<file path="config.mk">
export PLATFORM = sky130hd
export DESIGN_NAME = fpb_page_buffer
export DESIGN_NICKNAME = d
export VERILOG_FILES = /design/src/rtl/fpb_pkg.sv /design/src/rtl/fpb_slot_decode.sv /design/src/rtl/fpb_slot.sv /design/src/rtl/fpb_page_buffer.sv
export SDC_FILE = /design/constraint.sdc
export NUM_CORES = 1
export LEC_CHECK = 0
export ABC_AREA = 1
export BUFFER_PORTS_ARGS = -buffer_cell sky130_fd_sc_hd__buf_4
export CORE_MARGIN = 4
export CORE_UTILIZATION = 30
export DETAILED_ROUTE_END_ITERATION = 16
export GPL_ROUTABILITY_DRIVEN = 0
export PLACE_DENSITY_LB_ADDON = 0.12
export SLEW_MARGIN = 5
export SYNTH_ARGS = -nofsm -noshare
export SYNTH_HDL_FRONTEND = slang
export SYNTH_SLANG_ARGS = --single-unit
</file>
<file path="constraint.sdc">
create_clock -name clk -period 1.6 [get_ports clk]
set_clock_uncertainty 0.05 [all_clocks]
set_input_delay 0.16 -clock clk [delete_from_list [all_inputs] [get_ports clk]]
set_output_delay 0.16 -clock clk [all_outputs]
set_load 0.02 [all_outputs]
</file>
<file path="src/rtl/fpb_pkg.sv">
package fpb_pkg;
  typedef logic [15:0] word_t;
  localparam word_t ERASED_WORD = 16'hFFFF;
endpackage

</file>
<file path="src/rtl/fpb_slot_decode.sv">
module fpb_slot_decode #(
  parameter int ADDR_W     = 12,
  parameter int PAGE_WORDS = 8
) (
  input  logic                  clk,
  input  logic                  rst_n,
  input  logic                  en,
  input  logic [ADDR_W-1:0]     addr,
  output logic [PAGE_WORDS-1:0] hit
);
  localparam int SLOT_W = (PAGE_WORDS > 1) ? $clog2(PAGE_WORDS) : 1;

  // Word slot from a byte address: drop bit 0, keep SLOT_W bits above it.
  function automatic logic [SLOT_W-1:0] slot_of(input logic [ADDR_W-1:0] a);
    return a[SLOT_W:1];
  endfunction

  logic [SLOT_W-1:0] slot_sel;
  assign slot_sel = slot_of(addr);

  for (genvar i = 0; i < PAGE_WORDS; i++) begin : g_hit
    assign hit[i] = en && (slot_sel == SLOT_W'(i));
  end


  one_slot_chk: assert property (@(posedge clk) disable iff (!rst_n) $onehot0(hit));
endmodule

</file>
<file path="src/rtl/fpb_slot.sv">
module fpb_slot
  import fpb_pkg::*;
(
  input  logic  clk,
  input  logic  rst_n,
  input  logic  clr,
  input  logic  hit,
  input  word_t din,
  output word_t word,
  output logic  loaded,
  output logic  accept,
  output logic  reject
);
  assign accept = hit && !loaded && !clr;
  assign reject = hit &&  loaded && !clr;

  always_ff @(posedge clk or negedge rst_n) begin
    if (!rst_n) begin
      word   <= ERASED_WORD;
      loaded <= 1'b0;
    end else if (clr) begin
      word   <= ERASED_WORD;
      loaded <= 1'b0;
    end else if (accept) begin
      word   <= din;
      loaded <= 1'b1;
    end
  end


  reject_keeps_word_chk: assert property (@(posedge clk) disable iff (!rst_n)
    reject |=> $stable(word));

  unloaded_erased_chk: assert property (@(posedge clk) disable iff (!rst_n)
    !loaded |-> (word == ERASED_WORD));
endmodule

</file>
<file path="src/rtl/fpb_page_buffer.sv">
module fpb_page_buffer
  import fpb_pkg::*;
#(
  parameter int ADDR_W     = 12,
  parameter int PAGE_WORDS = 8
) (
  input  logic                     clk,
  input  logic                     rst_n,
  input  logic                     load_en,
  input  logic [ADDR_W-1:0]        load_addr,
  input  logic [15:0]              load_data,
  input  logic                     flush_en,
  input  logic                     write_done,
  output logic [16*PAGE_WORDS-1:0] page_image,
  output logic [PAGE_WORDS-1:0]    loaded_mask,
  output logic                     loading_flag,
  output logic                     ovr_err
);
  logic                  clr_evt;
  logic [PAGE_WORDS-1:0] slot_hit;
  logic [PAGE_WORDS-1:0] slot_accept;
  logic [PAGE_WORDS-1:0] slot_reject;
  logic                  any_accept;
  logic                  any_reject;

  assign clr_evt = flush_en || write_done;

  fpb_slot_decode #(.ADDR_W(ADDR_W), .PAGE_WORDS(PAGE_WORDS)) u_dec (
    .clk(clk), .rst_n(rst_n), .en(load_en), .addr(load_addr), .hit(slot_hit)
  );

  for (genvar i = 0; i < PAGE_WORDS; i++) begin : g_slot
    fpb_slot u_slot (
      .clk(clk), .rst_n(rst_n), .clr(clr_evt), .hit(slot_hit[i]), .din(load_data),
      .word(page_image[16*i +: 16]), .loaded(loaded_mask[i]),
      .accept(slot_accept[i]), .reject(slot_reject[i])
    );
  end

  assign any_accept = |slot_accept;
  assign any_reject = |slot_reject;

  always_ff @(posedge clk or negedge rst_n) begin
    if (!rst_n)          loading_flag <= 1'b0;
    else if (clr_evt)    loading_flag <= 1'b0;
    else if (any_accept) loading_flag <= 1'b1;
  end

  always_ff @(posedge clk or negedge rst_n) begin
    if (!rst_n)          ovr_err <= 1'b0;
    else if (any_reject) ovr_err <= 1'b1;
  end


  flag_matches_mask_chk: assert property (@(posedge clk) disable iff (!rst_n)
    loading_flag == (loaded_mask != '0));

  clear_empties_chk: assert property (@(posedge clk) disable iff (!rst_n)
    clr_evt |=> (loaded_mask == '0) && !loading_flag);

  err_sticky_chk: assert property (@(posedge clk) disable iff (!rst_n)
    ovr_err |=> ovr_err);

  mask_hold_chk: assert property (@(posedge clk) disable iff (!rst_n)
    (!clr_evt && !load_en) |=> $stable(loaded_mask));
endmodule

</file>
# == After elaboration in Yosys (flattened, before gate mapping) ==
# Cells that the tools add are included.
# word_totals
wordCells,121
register_bits,138
input_bits,33
output_inout_bits,138
# op_classes
n_reduce_logical,62
n_eq_ne,7
mux,34
# ops
op,n
$mux 16,16
$logic_and 1x1->1,40
$mux 1,18
$reduce_bool 2->1,9
$reduce_or 8->1,2
$eq 3x3->1 const B,4
$logic_not 1->1,9
$eq 3x2->1 const B,2
$eq 3x1->1 const B,1
$logic_not 3->1,1
$logic_or 1x1->1,1

# == Depth between registers and ports, before layout ==
# depth
depth_word,7
mapped_depth,9
mapped_depth_nobuf,9

# == Modules after synthesis ==
# Synthesis repeated with hierarchy kept, for this count alone.
# unflattened
hier_cells,786
hier_area_um2,7036.7
# by_module_without_submodules
module,seq_area_each_um2,instances,cells_each,area_each_um2
fpb_slot,445.4,8,94,857.1
fpb_page_buffer,50.0,1,17,116.4
fpb_slot_decode,0.0,1,17,63.8

# == Worst setup path after synthesis ==
# Ideal clock, no wire load.
# synth_path
kind,flip-flop to flip-flop
start,register g_slot[3].u_slot.loaded
end,register g_slot[3].u_slot.word[4]
synth_period_minus_slack_ns,1.094
slack_ns,0.506
t_required_ns,1.477
t_arrival_ns,0.971
path_buffers,1
setup_time_ns,0.073
stages_incl_launch_ff,7
cell_sequence,dfrtp_1 -> inv_1 -> nand3_2 -> nand2_1 -> buf_2 -> nor2_1 -> a21oi_1
# synth_between
elab_chain_cells,4
# synth_lines
item,line_no,rtl
start: declaration,fpb_slot.sv:10,"output logic loaded,"
start signal: assignment,fpb_slot.sv:20,loaded <= 1'b0;
start signal: assignment,fpb_slot.sv:23,loaded <= 1'b0;
start signal: assignment,fpb_slot.sv:26,loaded <= 1'b1;
$logic_not 1->1,fpb_slot.sv:14,assign accept = hit && !loaded && !clr;
$logic_and 1x1->1 (2 in a row),fpb_slot.sv:14,
$reduce_bool 2->1 (no line),-,
end signal: assignment,fpb_slot.sv:25,word <= din;
end: declaration,fpb_slot.sv:9,"output word_t word,"
# No other way between the ends.
# A chain may end at the register's enable or synchronous reset.

# == Worst setup path in the final report ==
# layout_path
start,register g_slot[7].u_slot.loaded
end,register g_slot[7].u_slot.word[5]
# layout_between
elab_chain_cells,4
# layout_lines
item,line_no
start: declaration,fpb_slot.sv:10
start signal: assignment,fpb_slot.sv:20
start signal: assignment,fpb_slot.sv:23
start signal: assignment,fpb_slot.sv:26
$logic_not 1->1,fpb_slot.sv:14
$logic_and 1x1->1 (2 in a row),fpb_slot.sv:14
$reduce_bool 2->1 (no line),-
end signal: assignment,fpb_slot.sv:25
end: declaration,fpb_slot.sv:9
# No other way between the ends.

==> impl_table.tex <==
\begin{tabular}{lr}
\hline
Metric & Value \\
\hline
\multicolumn{2}{l}{\textbf{Worst setup path}} \\
WP buf/inv & 1 \\
Setup crit start kind & flip-flop \\
Critical-path cell list & inv\_1 > nand2\_1 > nand2\_2 > nor2\_1 > a21oi\_1 \\
Crit path max fanout & 31 \\
Required @ worst endpoint & between 1500 and 2000 ps \\
Slowest cell delay on critical path & 410 ps \\
Worst Path Class, Setup & reg -> reg \\
Largest delay contributor family on the critical path & simple AND/OR/NAND/NOR gates \\
Arr. time, crit path & between 1500 and 2000 ps \\
Element type at the critical path end & flip-flop \\
Cell with the largest stage delay on the worst path & nand2\_2 \\
\multicolumn{2}{l}{\textbf{Clock network}} \\
Clock edge transition at the registers on the reported setup and hold paths & 60 ps \\
Setup Buffers After CTS & 0 \\
H-tree depth & 4 \\
Sink Count & approximately 140 \\
Number of hold-repair buffers added at the cts stage & 1 \\
Source-to-sink clock delay at the later pin of the worst-skew pair & between 400 and 500 ps \\
Number of buffers added by the clock tree synthesis step & 17 \\
Number of cells upsized or downsized after cts & 0 \\
Buffer depth of the longest clock path & 2 \\
Clock tree from TritonCTS & built \\
CTS root buf & clkbuf\_16 \\
\multicolumn{2}{l}{\textbf{Layout}} \\
Fin nets & 747 \\
Antenna Cells & 0 \\
Total area of multi-input combinational cells & $\sim$1500 sq um \\
Fraction of final layout cells with drive strength greater than 1 & a little over half \\
Total area of sequential cells & between 3000 and 4000 sq um \\
Fillers & $\sim$1.8k \\
Area Growth Syn to Fin & 39.17\% \\
\multicolumn{2}{l}{\textbf{Power}} \\
Internal portion of total power & around 6300 uW \\
Power dissipated by switching net loads & roughly 2200 uW \\
Clock Power Share & 41.7\% \\
Net switching fraction of the power & 26.08\% \\
Leakage power of the design & around 0.0032 uW \\
Reg power frac & between 40\% and 50\% \\
Fraction of power consumed by combinational cells & between 10\% and 20\% \\
Total power divided by cell area & 1115 nW/um\^{}2 \\
VDD IR-drop max & around 0.0007 V \\
\multicolumn{2}{l}{\textbf{Placed design}} \\
Number of input and output port buffers inserted & roughly 160 \\
Worst slack after detailed placement & approximately 120 ps \\
HPWL after detailed placement & between 10000 and 15000 um \\
\multicolumn{2}{l}{\textbf{Timing}} \\
Final-layout setup total negative slack & 0 ps \\
Worst Tran Pin Value & roughly 520 ps \\
Hold violation total from the final report & 0 \\
Worst slew margin relative to its limit & between 60 and 70\% \\
Setup repair after global routing missed its margin & false \\
Setup-violating endpoint count in the final report & 0 \\
Final setup slack of the worst path & $\sim$270 ps \\
Number of pins with negative max-slew slack in the final report & 0 \\
Post-route fraction of the period consumed by the critical path & a little over four fifths \\
Min Tclk post-route & between 1000 and 1500 ps \\
Fmax & $\sim$750 MHz \\
\multicolumn{2}{l}{\textbf{Floorplan}} \\
Die ar. & about 20000 sq um \\
Ports placed on the boundary & about 170 \\
Vertical extent of the die & 143.1 um \\
Floorplan core area & between 15000 and 20000 sq um \\
Number of rows in the core area & just under 50 \\
Die extent in x & 143.1 um \\
Starting density of the core & 30.46\% \\
\multicolumn{2}{l}{\textbf{Routing}} \\
Vias per cell & approximately 4.4 \\
Routed wire length & between 15000 and 20000 um \\
DRC violations left & 0 \\
First-pass iteration count of the detailed router & 4 \\
Detail Route Antenna Nets & 0 \\
Wire length per cell & 18.06 um \\
Drt initial violations & 150 \\
Vias & 4253 \\
\multicolumn{2}{l}{\textbf{GRT}} \\
Most Crowded Layer GR & met2 \\
Global-route met3 utilization & approximately 5.5\% \\
Antenna violations before repair & 0 \\
Overall global routing resource usage & 17.32\% \\
Wire length of the first global-routing pass & roughly 26000 um \\
Remaining global-route overflow & 0 \\
Maximum number of pins on one net before global-route repair & 58 \\
Fraction of met2 tracks used by global routing & a little over a quarter \\
Met1 Resource Use GR & 22.84\% \\
Via count of the first global-routing pass & roughly 4.2k \\
\multicolumn{2}{l}{\textbf{Synthesis}} \\
Number of nets produced by synthesis & around 570 \\
Area of the mapped netlist & 5471 sq um \\
Share of the yosys chip area belonging to registers & between 60\% and 70\% \\
Synthesized area divided by synthesized cell count & 10.25 sq um \\
Post-synthesis instance total & around 530 \\
Number of flip-flops and latches in the synthesized netlist & 138 \\
Synth unique cells & 17 \\
Count of synthesis-stage warnings from yosys & 0 \\
\multicolumn{2}{l}{\textbf{Hold path}} \\
Type of the tightest min-delay check & in -> reg \\
\multicolumn{2}{l}{\textbf{Outcome}} \\
Outcome & completed \\
\multicolumn{2}{l}{\textbf{Flow run}} \\
Count of maximum capacitance violations & 0 \\
\hline
\end{tabular}
## Yosys cell counts
library cell,instances,share of area [%]
a21oi_1,131,12
nand2_1,17,1.2
dfrtp_1,10,4.6
nor2_4,1,0.21
buf_6,6,1.2
buf_2,11,1.0
clkbuf_1,2,0.14
nor2_1,158,11
inv_2,2,0.14
inv_1,19,1.3
or2_2,1,0.11
nand2_2,6,0.69
nand3_1,11,1.0
nor2_2,11,1.3
nand3_2,3,0.55
buf_4,17,2.3
dfstp_2,128,61
## power by group through the flow
stage          Sequential [uW]  Clock [uW]  Combinational [uW]
5_1_grt                   3920        3800                1150
3_5_place_dp              3940           0                1080
4_1_cts                   3900        3650                1080
2_1_floorplan             4140           0                 311
6_report                  3890        3540                1060
3_3_place_gp              3940           0                1070
## kinds of logic after synthesis
family                 count (synthesis)  synth area share (%)
DFF                                  138                 66.04
buffers and inverters                 57                 6.151
AOI/OAI and AO/OA                    131                 11.98
and+or+nand+nor                      208                 15.82
## per-layer routing
layer / wire [um] / part of all wire [%] / vias to the layer above
met4: 328 / 1.9 / 0
met3: 1139 / 6.6 / 25
met2: 8191 / 47 / 125
li1: - / - / 2090
met5: 0 / 0 / -
met1: 7607 / 44 / 2013
## layout make-up
class                      instances  area share [%]
clock buffer                      20           6.129
timing repair buffer             197           20.65
multi-input combinational        339           19.98
clock inverter                    12          0.9859
inverter                          21           1.035
sequential                       138           47.45
tap                              229           3.763
## sequential cells by signal (all words and copies together), names as in the netlist
register              cells
loading_flag              1
g_slot.u_slot.loaded      8
ovr_err                   1
g_slot.u_slot.word      128
## stage by stage
stage	instances	total power, uW	hold WS, ps	utilization (%)	cell area (sq um)
4_1_cts	956	8621	53.76	42.39	7615
3_3_place_gp	923	5005	95.37	39.32	7063
6_report	956	8488	70.07	42.39	7615
2_1_floorplan	534	4451	-185.6	-	5472
5_1_grt	956	8874	66.95	42.39	7615
3_5_place_dp	923	5020	93.73	39.32	7063
## final timing paths
path                                                  startpoint                                     to  slack (ps)  cells past startpoint
setup / recovery             g_slot[7].u_slot.loaded$_DFFE_PN0P_   g_slot[7].u_slot.word[5]$_DFFE_PN1P_         270                      5
hold / removal                                      load_addr[3]    g_slot[3].u_slot.loaded$_DFFE_PN0P_          70                      4
setup reg to reg             g_slot[7].u_slot.loaded$_DFFE_PN0P_   g_slot[7].u_slot.word[5]$_DFFE_PN1P_         270                      5
hold reg to reg            g_slot[2].u_slot.word[12]$_DFFE_PN1P_  g_slot[2].u_slot.word[12]$_DFFE_PN1P_         450                      2
max in group asynchronous                                  rst_n   g_slot[2].u_slot.word[4]$_DFFE_PN1P_         890                      3
min in group asynchronous                                  rst_n   g_slot[5].u_slot.word[3]$_DFFE_PN1P_         240                      2
## cell usage in the layout, fill, tap and decap left out, types with 2 or more instances in the layout
cell        synthesis  layout
dfrtp_1            10      10
buf_12              0       7
nor2_1            158     158
clkinvlp_4          0       3
nand3_2             3       3
nor2_2             11      11
nand2_2             6       6
nand2_1            17      17
inv_2               2       2
clkbuf_8            0       3
inv_1              19      19
clkinv_2            0       7
clkinv_4            0       2
dfstp_2           128     128
clkbuf_16           0      17
buf_4              17     188
a21oi_1           131     131
nand3_1            11      11
## worst min-delay path: stages
cell	delay, ps
buf_4	110
nor2_4	60
nand3_2	90
a21oi_1	60
No activity file was read; power rests on OpenSTA's default activity.
